### config.mk
export PLATFORM = sky130hd
export DESIGN_NAME = pwr_seq_rst
export DESIGN_NICKNAME = d
export VERILOG_FILES = /design/src/rtl/pwr_seq_pkg.sv /design/src/rtl/pwr_sync.sv /design/src/rtl/pwr_delay_ctr.sv /design/src/rtl/pwr_seq_rst.sv
export SDC_FILE = /design/constraint.sdc
export NUM_CORES = 1
export LEC_CHECK = 0
export CAP_MARGIN = 20
export CORE_MARGIN = 3
export CORE_UTILIZATION = 63
export CTS_BUF_LIST = sky130_fd_sc_hd__clkbuf_16
export DETAILED_ROUTE_END_ITERATION = 10
export DONT_BUFFER_PORTS = 1
export HOLD_SLACK_MARGIN = 0.1
export PLACE_DENSITY = 0.79
export SYNTH_ARGS = -nofsm -noshare
export SYNTH_HDL_FRONTEND = slang
export SYNTH_SLANG_ARGS = --single-unit
### constraint.sdc
create_clock -name clk -period 3.79 [get_ports clk]
set_input_delay 1.137 -clock clk [delete_from_list [all_inputs] [get_ports clk]]
set_output_delay 1.137 -clock clk [all_outputs]
set_load 0.01 [all_outputs]
### src/rtl/pwr_seq_pkg.sv
package pwr_seq_pkg;

    typedef enum logic [1:0] {
        PS_OFF   = 2'd0,
        PS_COUNT = 2'd1,
        PS_RUN   = 2'd2,
        PS_LOCK  = 2'd3
    } pwr_state_e;

    typedef struct packed {
        pwr_state_e state;
    } pwr_regs_t;

endpackage

### src/rtl/pwr_sync.sv
module pwr_sync #(
    parameter int WIDTH  = 2,
    parameter int STAGES = 2
) (
    input  logic             clk,
    input  logic             arst_n,
    input  logic [WIDTH-1:0] d_i,
    output logic [WIDTH-1:0] q_o
);
    localparam int LAST = STAGES - 1;

    logic [STAGES-1:0][WIDTH-1:0] chain_q;

    always_ff @(posedge clk or negedge arst_n) begin
        if (!arst_n) begin
            chain_q <= '0;
        end else begin
            chain_q <= {chain_q[STAGES-2:0], d_i};
        end
    end

    assign q_o = chain_q[LAST];
endmodule

### src/rtl/pwr_delay_ctr.sv
module pwr_delay_ctr #(
    parameter int DELAY_CYCLES = 4096
) (
    input  logic clk,
    input  logic arst_n,
    input  logic clr_i,
    input  logic en_i,
    output logic done_o
);
    localparam int CW = $clog2(DELAY_CYCLES + 1);
    localparam logic [CW-1:0] LAST = CW'(DELAY_CYCLES - 1);

    logic [CW-1:0] cnt_q;

    assign done_o = (cnt_q == LAST);

    always_ff @(posedge clk or negedge arst_n) begin
        if (!arst_n) begin
            cnt_q <= '0;
        end else if (clr_i) begin
            cnt_q <= '0;
        end else if (en_i && !done_o) begin
            cnt_q <= cnt_q + 1'b1;
        end
    end
endmodule

### src/rtl/pwr_seq_rst.sv
module pwr_seq_rst
    import pwr_seq_pkg::*;
#(
    parameter int DELAY_CYCLES = 4096,
    parameter int SYNC_STAGES  = 2
) (
    input  logic clk,
    input  logic arst_n,
    input  logic supply_ok_i,
    input  logic pwr_sw_on_i,
    input  logic sw_pd_i,
    input  logic diag_strap_i,
    output logic cpu_rst_no,
    output logic nmi_no
);
    logic [1:0] raw_in;
    logic [1:0] synced;
    logic       sok_s;
    logic       sw_s;
    logic       timer_done;
    logic       pd_fire;
    pwr_regs_t  regs_d;
    pwr_regs_t  regs_q;

    assign raw_in = {pwr_sw_on_i, supply_ok_i};

    pwr_sync #(
        .WIDTH  (2),
        .STAGES (SYNC_STAGES)
    ) u_sync (
        .clk    (clk),
        .arst_n (arst_n),
        .d_i    (raw_in),
        .q_o    (synced)
    );

    assign sok_s = synced[0];
    assign sw_s  = synced[1];

    pwr_delay_ctr #(
        .DELAY_CYCLES (DELAY_CYCLES)
    ) u_delay (
        .clk    (clk),
        .arst_n (arst_n),
        .clr_i  (regs_q.state != PS_COUNT),
        .en_i   (regs_q.state == PS_COUNT),
        .done_o (timer_done)
    );

    // Firmware power-down request, masked by the diagnostic strap.
    assign pd_fire = sw_pd_i & ~diag_strap_i;

    always_comb begin
        regs_d = regs_q;
        unique case (regs_q.state)
            PS_OFF: begin
                if (sok_s) regs_d.state = PS_COUNT;
            end
            PS_COUNT: begin
                if (!sok_s)          regs_d.state = PS_OFF;
                else if (timer_done) regs_d.state = PS_RUN;
            end
            PS_RUN: begin
                if (!sok_s)       regs_d.state = PS_OFF;
                else if (pd_fire) regs_d.state = PS_LOCK;
            end
            PS_LOCK: begin
                if (!sok_s) regs_d.state = PS_OFF;
            end
            default: regs_d.state = PS_OFF;
        endcase
    end

    always_ff @(posedge clk or negedge arst_n) begin
        if (!arst_n) begin
            regs_q <= '0;
        end else begin
            regs_q <= regs_d;
        end
    end

    // Reset drops in the same cycle the power-down bit is raised.
    assign cpu_rst_no = (regs_q.state == PS_RUN) & ~pd_fire;
    assign nmi_no     = ~((regs_q.state == PS_RUN) & ~sw_s);
endmodule

== After elaboration in Yosys (flattened, before gate mapping) ==
Cells that the tools add are included.
Word-level totals
  flip-flop bits (word level): 19
  input port bits: 6
  output and inout port bits: 2
  logic and storage cells: 35
Cells by class
  $add $sub $neg: 1
  eq/ne operators: 9
  mux-type cells: 9
  bitwise gates (word level): 7
  reduce and logical (&&, ||, !) cells: 5
Operators by type and width (number)
  13-bit two-way mux: 2
  13-bit by 1-bit adder with 13-bit output (second input constant): 1
  13-bit by 12-bit == test with 1-bit output (second input constant): 1
  2-bit two-way mux: 6
  2-bit one-hot mux with 4 select lines: 1
  3-bit inequality test (second input constant): 2
  2-bit == test (second input constant): 2
  2-bit by 1-bit inequality test with 1-bit output (second input constant): 2
  1-bit inverter: 4
  4-bit AND reduction: 1
  1-bit bitwise AND: 3
  2-bit by 1-bit == test with 1-bit output (second input constant): 1
  2-bit zero test: 1
  2-bit inequality test (second input constant): 1
  2-bit nonzero test: 1
  1-bit logical AND: 1
  1-bit zero test: 1

== Logic depth before layout (Yosys ltp) ==
Gate-level depths: netlist of run 1.
  word-level depth: 5
  mapped depth: 7
  mapped depth without buffers: 5

== Cells and area by module ==
A second synthesis of run 1 with hierarchy kept.
Unflattened totals
  cell total of the unflattened synthesis: 90
  area, all modules: 984.7 sq um
By module, submodules not included
  pwr_delay_ctr: times used 1, cells each 72, area an instance 750.7 sq um
  pwr_seq_rst: times used 1, cells each 12, area an instance 118.9 sq um
  pwr_sync: times used 1, cells each 6, area an instance 115.1 sq um

== Least setup slack after synthesis of run 1 ==
OpenSTA, ideal clock, no wires.
  path kind: input port to output port
  start point: input port sw_pd_i
  end point: output port cpu_rst_no
  data arrival time: 1613 ps
  required time: 2653 ps
  setup slack: 1040 ps
  stages: 2
  path buffers: 0
  cell sequence: nor2b_1 -> nor3b_1
On the way
  cells in the longest elaborated chain, start to end: 3
RTL lines
  start: declaration: line pwr_seq_rst.sv:11  | input logic sw_pd_i,
  1-bit bitwise AND: line pwr_seq_rst.sv:51  | assign pd_fire = sw_pd_i & ~diag_strap_i;
  1-bit inverter: line pwr_seq_rst.sv:83  | assign cpu_rst_no = (regs_q.state == PS_RUN) & ~pd_fire;
  1-bit bitwise AND: line pwr_seq_rst.sv:83
  end: declaration: line pwr_seq_rst.sv:13  | output logic cpu_rst_no,
No other way between the ends.

== Worst setup path in the final report of run 1 ==
Ends and elaborated chain as after synthesis.

==> flow_metrics.tcl, run 1 <==
set metrics [dict create \
    status "complete, no violations" \
    crit_chain "nor2b_1, nor3b_1" \
    grt_max_degree 20 \
    hold_viol 0 \
    wl_per_cell_microns 16.8 \
    synth_edf_count 0 \
    numCtsBuffers 3 \
    critical-path-max-stage-delay_ps 410 \
    use_met1_pct 28.7 \
    slew_headroom_pct 55.8 \
    setup.worst_path.class "in -> out" \
    grt_use_met2_pct 32.0 \
    critPathLaunchType "primary input" \
    timing.hold.ws_ps 350 \
    power.leakage_nw 0.418 \
    first_global_vias 606 \
    timing.critical_path.buf_inv 0 \
    ios 8 \
    syn_nets 91 \
    peakVddDrop_mv 0.384 \
    yosysWarnings 0 \
    period_share_pct 73.5 \
    synthArstFlopShare_pct 100 \
    h-tree-depth 1 \
    antenna_cells 0 \
    hold_path_class "reg -> reg" \
    maxCapViolCount 0 \
    cts_tree "done" \
    cp_top_family "simple AND/OR/NAND/NOR gates" \
    globalplace.congestion 0.820 \
    remaining_drc_errors 0 \
    ff2ff_path_depth 5 \
    drt_iter0_drc 19 \
    syn_avg_cell_area_sq_um 10.6 \
    first_pass_iters 4 \
    rr_endpoint "u_delay.cnt_q[3]" \
    r2r-start "u_delay.cnt_q[0]" \
    cp_data_arrival_time_ps 1650 \
    dp_hpwl_microns 1060 \
    min_period_ps 2790 \
    holdBufCountCts 0 \
    worst_hold_path.num_cells 0 \
    worstHoldStart "u_sync.chain_q[1]" \
    drv_slew 0 \
    max_freq_ghz 0.359 \
    nets 93 \
    final_util_pct 78.9 \
    initial_core_util_pct 73.0 \
    cts.path.max_buffers 2 \
    postRouteAntennaNets 0 \
    post_cts_buffers 0 \
    grt_pass1_wl_microns 2880 \
    top_usage_layer "met2" \
    clkSlewWorstSetupHoldPaths_ps 60 \
    synth-seq-cells 19 \
    die_width_microns 43.6 \
    cpMaxStageDelayCell "nor3b_1" \
    die_area_sq_um 1900 \
    r2r_slack_ps 1880 \
    dpl_worst_slack_ps 1000 \
    coreArea_sq_um 1220 \
    num_rows 12 \
    vias 651 \
    cts_root_buf "clkbuf_16" \
    drive_above_1_share_pct 7.06 \
    critPathRequiredTime_ps 2650 \
    whs_endpoint "u_sync.q_o[1]" \
    final_cell_area_sq_um 960 \
    rsz0062_at_grt "false" \
    clk_latency_ps 250 \
    antenna_found_initial 0 \
    setup_ws_ps 1000 \
    finalSetupTns_ps 0 \
    ys.flop_type "dfrtp_1" \
    finalClockSkew_ps 3.34 \
    vias_per_cell 6.58 \
    dpl_cell_area_sq_um 880 \
    synthCells 84 \
    tightestPinTransition_ps 658 \
    grt_usage_pct 21.0 \
    drt-total-wl_microns 1670 \
    cts_resized 0 \
    worstPathMaxFanout 2 \
    powerDensity_nw_per_um2 460 \
    setup-violations-final 0 \
    cp-end-kind "output pin" \
    die_height_microns 43.6 \
    port_buffers 0 \
    grt.overflow.total 0 \
    startpoint "sw_pd_i" \
    numClockSinks 19 \
    ys_seq_area_share_pct 53.5 \
    use_met3_pct 4.98 \
    area_growth_pct 8.03 \
    syn_area_sq_um 888 \
    ys_types 30 \
]
-- sequential cells by signal (all words and copies together) (netlist names) --
name / cells
u_sync.chain_q: 2
regs_q: 2
u_sync.q_o: 2
u_delay.cnt_q: 13
-- placed cells by master (no fill, tap or decap), types with 2 or more instances in the layout --
cell / n
o41ai_1: 2
clkbuf_16: 3
nand4_1: 3
and3_1: 2
nand3_1: 3
o31ai_1: 2
a21oi_1: 9
nand2_1: 4
nor2b_1: 2
nor2_1: 5
o311ai_0: 2
a31oi_1: 2
nand2b_1: 3
or4_1: 2
nor3_1: 3
dfrtp_1: 19
o21ai_0: 2
a211oi_1: 3
inv_1: 3
-- synth_stat cells (all sizes together) (3+ instances only) --
cell type / number / area share [%]
dfrtp: 19 / 54
a21oi: 9 / 5.1
nor2: 5 / 2.1
nand2: 4 / 1.7
nand4: 4 / 3.5
a211oi: 3 / 2.5
inv: 3 / 1.3
nand2b: 3 / 2.1
nand3: 3 / 1.7
nor3: 3 / 1.7
-- stage by stage --
stage	power [W]	instances
2_1_floorplan	0.000223	84
3_3_place_gp	0.000225	95
3_5_place_dp	0.000226	95
4_1_cts	0.000441	99
5_1_grt	0.000451	99
6_report	0.000441	99
-- power by group --
| part | total (W) | internal [W] | switching (W) |
|---|---|---|---|
| sequential | 0.000213 | 0.000208 | 0.00000456 |
| combinational | 0.0000100 | 0.00000388 | 0.00000613 |
| clock | 0.000218 | 0.000142 | 0.0000769 |
| total | 0.000441 | 0.000354 | 0.0000876 |
-- worst max path at each step --
stage / to / slack [ps] / cells after the start
3_3_place_gp: cpu_rst_no / 1010 / 2
6_report: cpu_rst_no / 1000 / 2
4_1_cts: cpu_rst_no / 1000 / 2
2_1_floorplan: cpu_rst_no / 1040 / 2
5_1_grt: cpu_rst_no / 940 / 2
3_5_place_dp: cpu_rst_no / 1000 / 2
-- cell type report --
| type | instances | area [sq um] |
|---|---|---|
| Fill cell | 70 | 256 |
| Multi-Input combinational cell | 59 | 375 |
| Clock buffer | 3 | 75.1 |
| Clock inverter | 1 | 5.00 |
| Tap cell | 14 | 17.5 |
| Inverter | 3 | 11.3 |
| Sequential cell | 19 | 475 |
-- metal layers --
metal	part of all wire, %	vias to the layer above
met3	4.1	5
met1	47	313
met5	0	-
met2	47	15
met4	1.9	0
li1	-	318
-- cell families (layout without fill, tap and decap cells) --
| logic type | after synthesis | count (layout) | share of synthesized area [%] |
|---|---|---|---|
| simple gates | 34 | 34 | 23.0 |
| fa+ha+maj | 1 | 1 | 1.41 |
| flops | 19 | 19 | 53.5 |
| buf+inv | 6 | 7 | 4.22 |
| xor+xnor | 1 | 1 | 0.986 |
| compound gates | 23 | 23 | 16.9 |
(Power assumes the default switching activity.)
==> run 2: changes to the inputs <==
CORE_UTILIZATION = 53   (was 63)
PLACE_DENSITY = 0.71   (was 0.79)
clock period = 2.5 ns   (was 3.79 ns; I/O delays follow)
==> flow_metrics.tcl, run 2 (synthesis results as in run 1) <==
set metrics [dict create \
    status "complete, no violations" \
    cp_data_arrival_time_ps 1300 \
    powerDensity_nw_per_um2 684 \
    hold_viol 0 \
    r2r-start "u_delay.cnt_q[0]" \
    nets 93 \
    num_rows 14 \
    numCtsBuffers 3 \
    post_cts_buffers 0 \
    h-tree-depth 1 \
    peakVddDrop_mv 0.455 \
    cts_resized 0 \
    layout_commonest_cell "dfrtp_1" \
    crit_cells 2 \
    clkSlewWorstSetupHoldPaths_ps 50 \
    maxCapViolCount 0 \
    vias 678 \
    first_pass_iters 4 \
    timing.hold.ws_ps 194 \
    tightestPinTransition_ps 636 \
    area_growth_pct 8.31 \
    period_share_pct 81.9 \
    drt-total-wl_microns 1720 \
    grt_pass1_wl_microns 2970 \
    cts.path.max_buffers 2 \
    setup-violations-final 0 \
    cp-end-kind "output pin" \
    power.leakage_nw 0.418 \
    final_cell_mix "dfrtp_1 (19), a21oi_1 (9), nor2_1 (5), nand2_1 (4)" \
    holdBufCountCts 0 \
    power.share.combinational_pct 2.4 \
    cts_tree "done" \
    grt.overflow.total 0 \
    grt_max_degree 20 \
    drv_slew 0 \
    antenna_found_initial 0 \
    coreArea_sq_um 1540 \
    p_int_w 0.000536 \
    top_register "u_delay.cnt_q" \
    vias_per_cell 6.71 \
    cp_top_family "simple AND/OR/NAND/NOR gates" \
    worstPathMaxFanout 2 \
    wl_per_cell_microns 17.0 \
    hold_path_class "in -> async" \
    setup.worst_path.class "in -> out" \
    port_buffers 0 \
    finalClockSkew_ps 2.62 \
    initial_core_util_pct 57.6 \
    cpMaxStageDelayCell "nor3b_1" \
    postRouteAntennaNets 0 \
    globalplace.congestion 0.829 \
    ff_latch_area_sq_um 475 \
    clk_latency_ps 250 \
    die_width_microns 46.9 \
    drive_above_1_share_pct 7.06 \
    grt_usage_pct 18.9 \
    timing.critical_path.buf_inv 0 \
    numClockSinks 19 \
    p_clk_share_pct 48.7 \
    rr_endpoint "u_delay.cnt_q[3]" \
    p_sw_w 0.000122 \
    rsz0062_at_grt "false" \
    cts_root_buf "clkbuf_16" \
    ios 8 \
    finalSetupTns_ps 0 \
    die_area_sq_um 2200 \
    r2r_slack_ps 600 \
    p_sw_share_pct 18.6 \
    critical-path-max-stage-delay_ps 430 \
    critPathLaunchType "primary input" \
    critPathRequiredTime_ps 1750 \
    min_period_ps 2050 \
    die_height_microns 46.9 \
    num-fill-cells 134 \
    first_global_vias 683 \
    antenna_cells 0 \
    multi_input_area_sq_um 375 \
    ff2ff_path_depth 5 \
    slew_headroom_pct 57.3 \
    largest_register_ff_count 13 \
    final_util_pct 62.4 \
    max_freq_ghz 0.488 \
    drt_iter0_drc 12 \
    power.share.sequential_pct 48.9 \
    remaining_drc_errors 0 \
    crit_chain "nor2b_1, nor3b_1" \
    dp_hpwl_microns 1190 \
]
[run 2: per-stage QoR]
stage / total power [W] / instances / setup WS, ps / cell area [sq um]
final: 0.000658 / 101 / 453 / 962
after global routing: 0.000683 / 101 / 429 / 962
after CTS: 0.000663 / 101 / 460 / 962
after detailed placement: 0.000343 / 97 / 460 / 882
after global placement: 0.000342 / 97 / 496 / 882
after floorplan: 0.000338 / 84 / 524 / 888
[run 2: worst max-delay path by stage]
stage                       start    endpoint  slack [ps]
after floorplan           sw_pd_i  cpu_rst_no         520
after global placement    sw_pd_i  cpu_rst_no         500
after detailed placement  sw_pd_i  cpu_rst_no         460
after CTS                 sw_pd_i  cpu_rst_no         460
after global routing      sw_pd_i  cpu_rst_no         430
final                     sw_pd_i  cpu_rst_no         450
[run 2: final cells by class]
type / count / share of cell area [%]
sequential: 19 / 49.4
clock buffer: 3 / 7.80
clock inverter: 1 / 0.520
tap: 16 / 2.08
inverter: 3 / 1.17
multi-input combinational: 59 / 39.0
[run 2: layer usage]
metal	vias to the layer above	part of all wire (%)	GRT usage (%)
li1	322	-	-
met1	340	44	22.9
met2	16	54	33.3
met3	0	2.7	3.45
met4	0	0	6.63
met5	-	0	0
[run 2: worst reg2reg max path, cell delays in order, from the launching register on]
cell      delay (ps)
dfrtp_1          410
ha_1             270
and4_1           290
and4bb_1         320
or3_1            380
a21oi_1          150
[run 2: power groups by stage]
stage,sequential [W],clock [W],combinational [W]
3_5_place_dp,0.000327,0,0.0000160
6_report,0.000322,0.000320,0.0000158
5_1_grt,0.000323,0.000342,0.0000186
4_1_cts,0.000322,0.000325,0.0000162
3_3_place_gp,0.000327,0,0.0000146
2_1_floorplan,0.000326,0,0.0000125
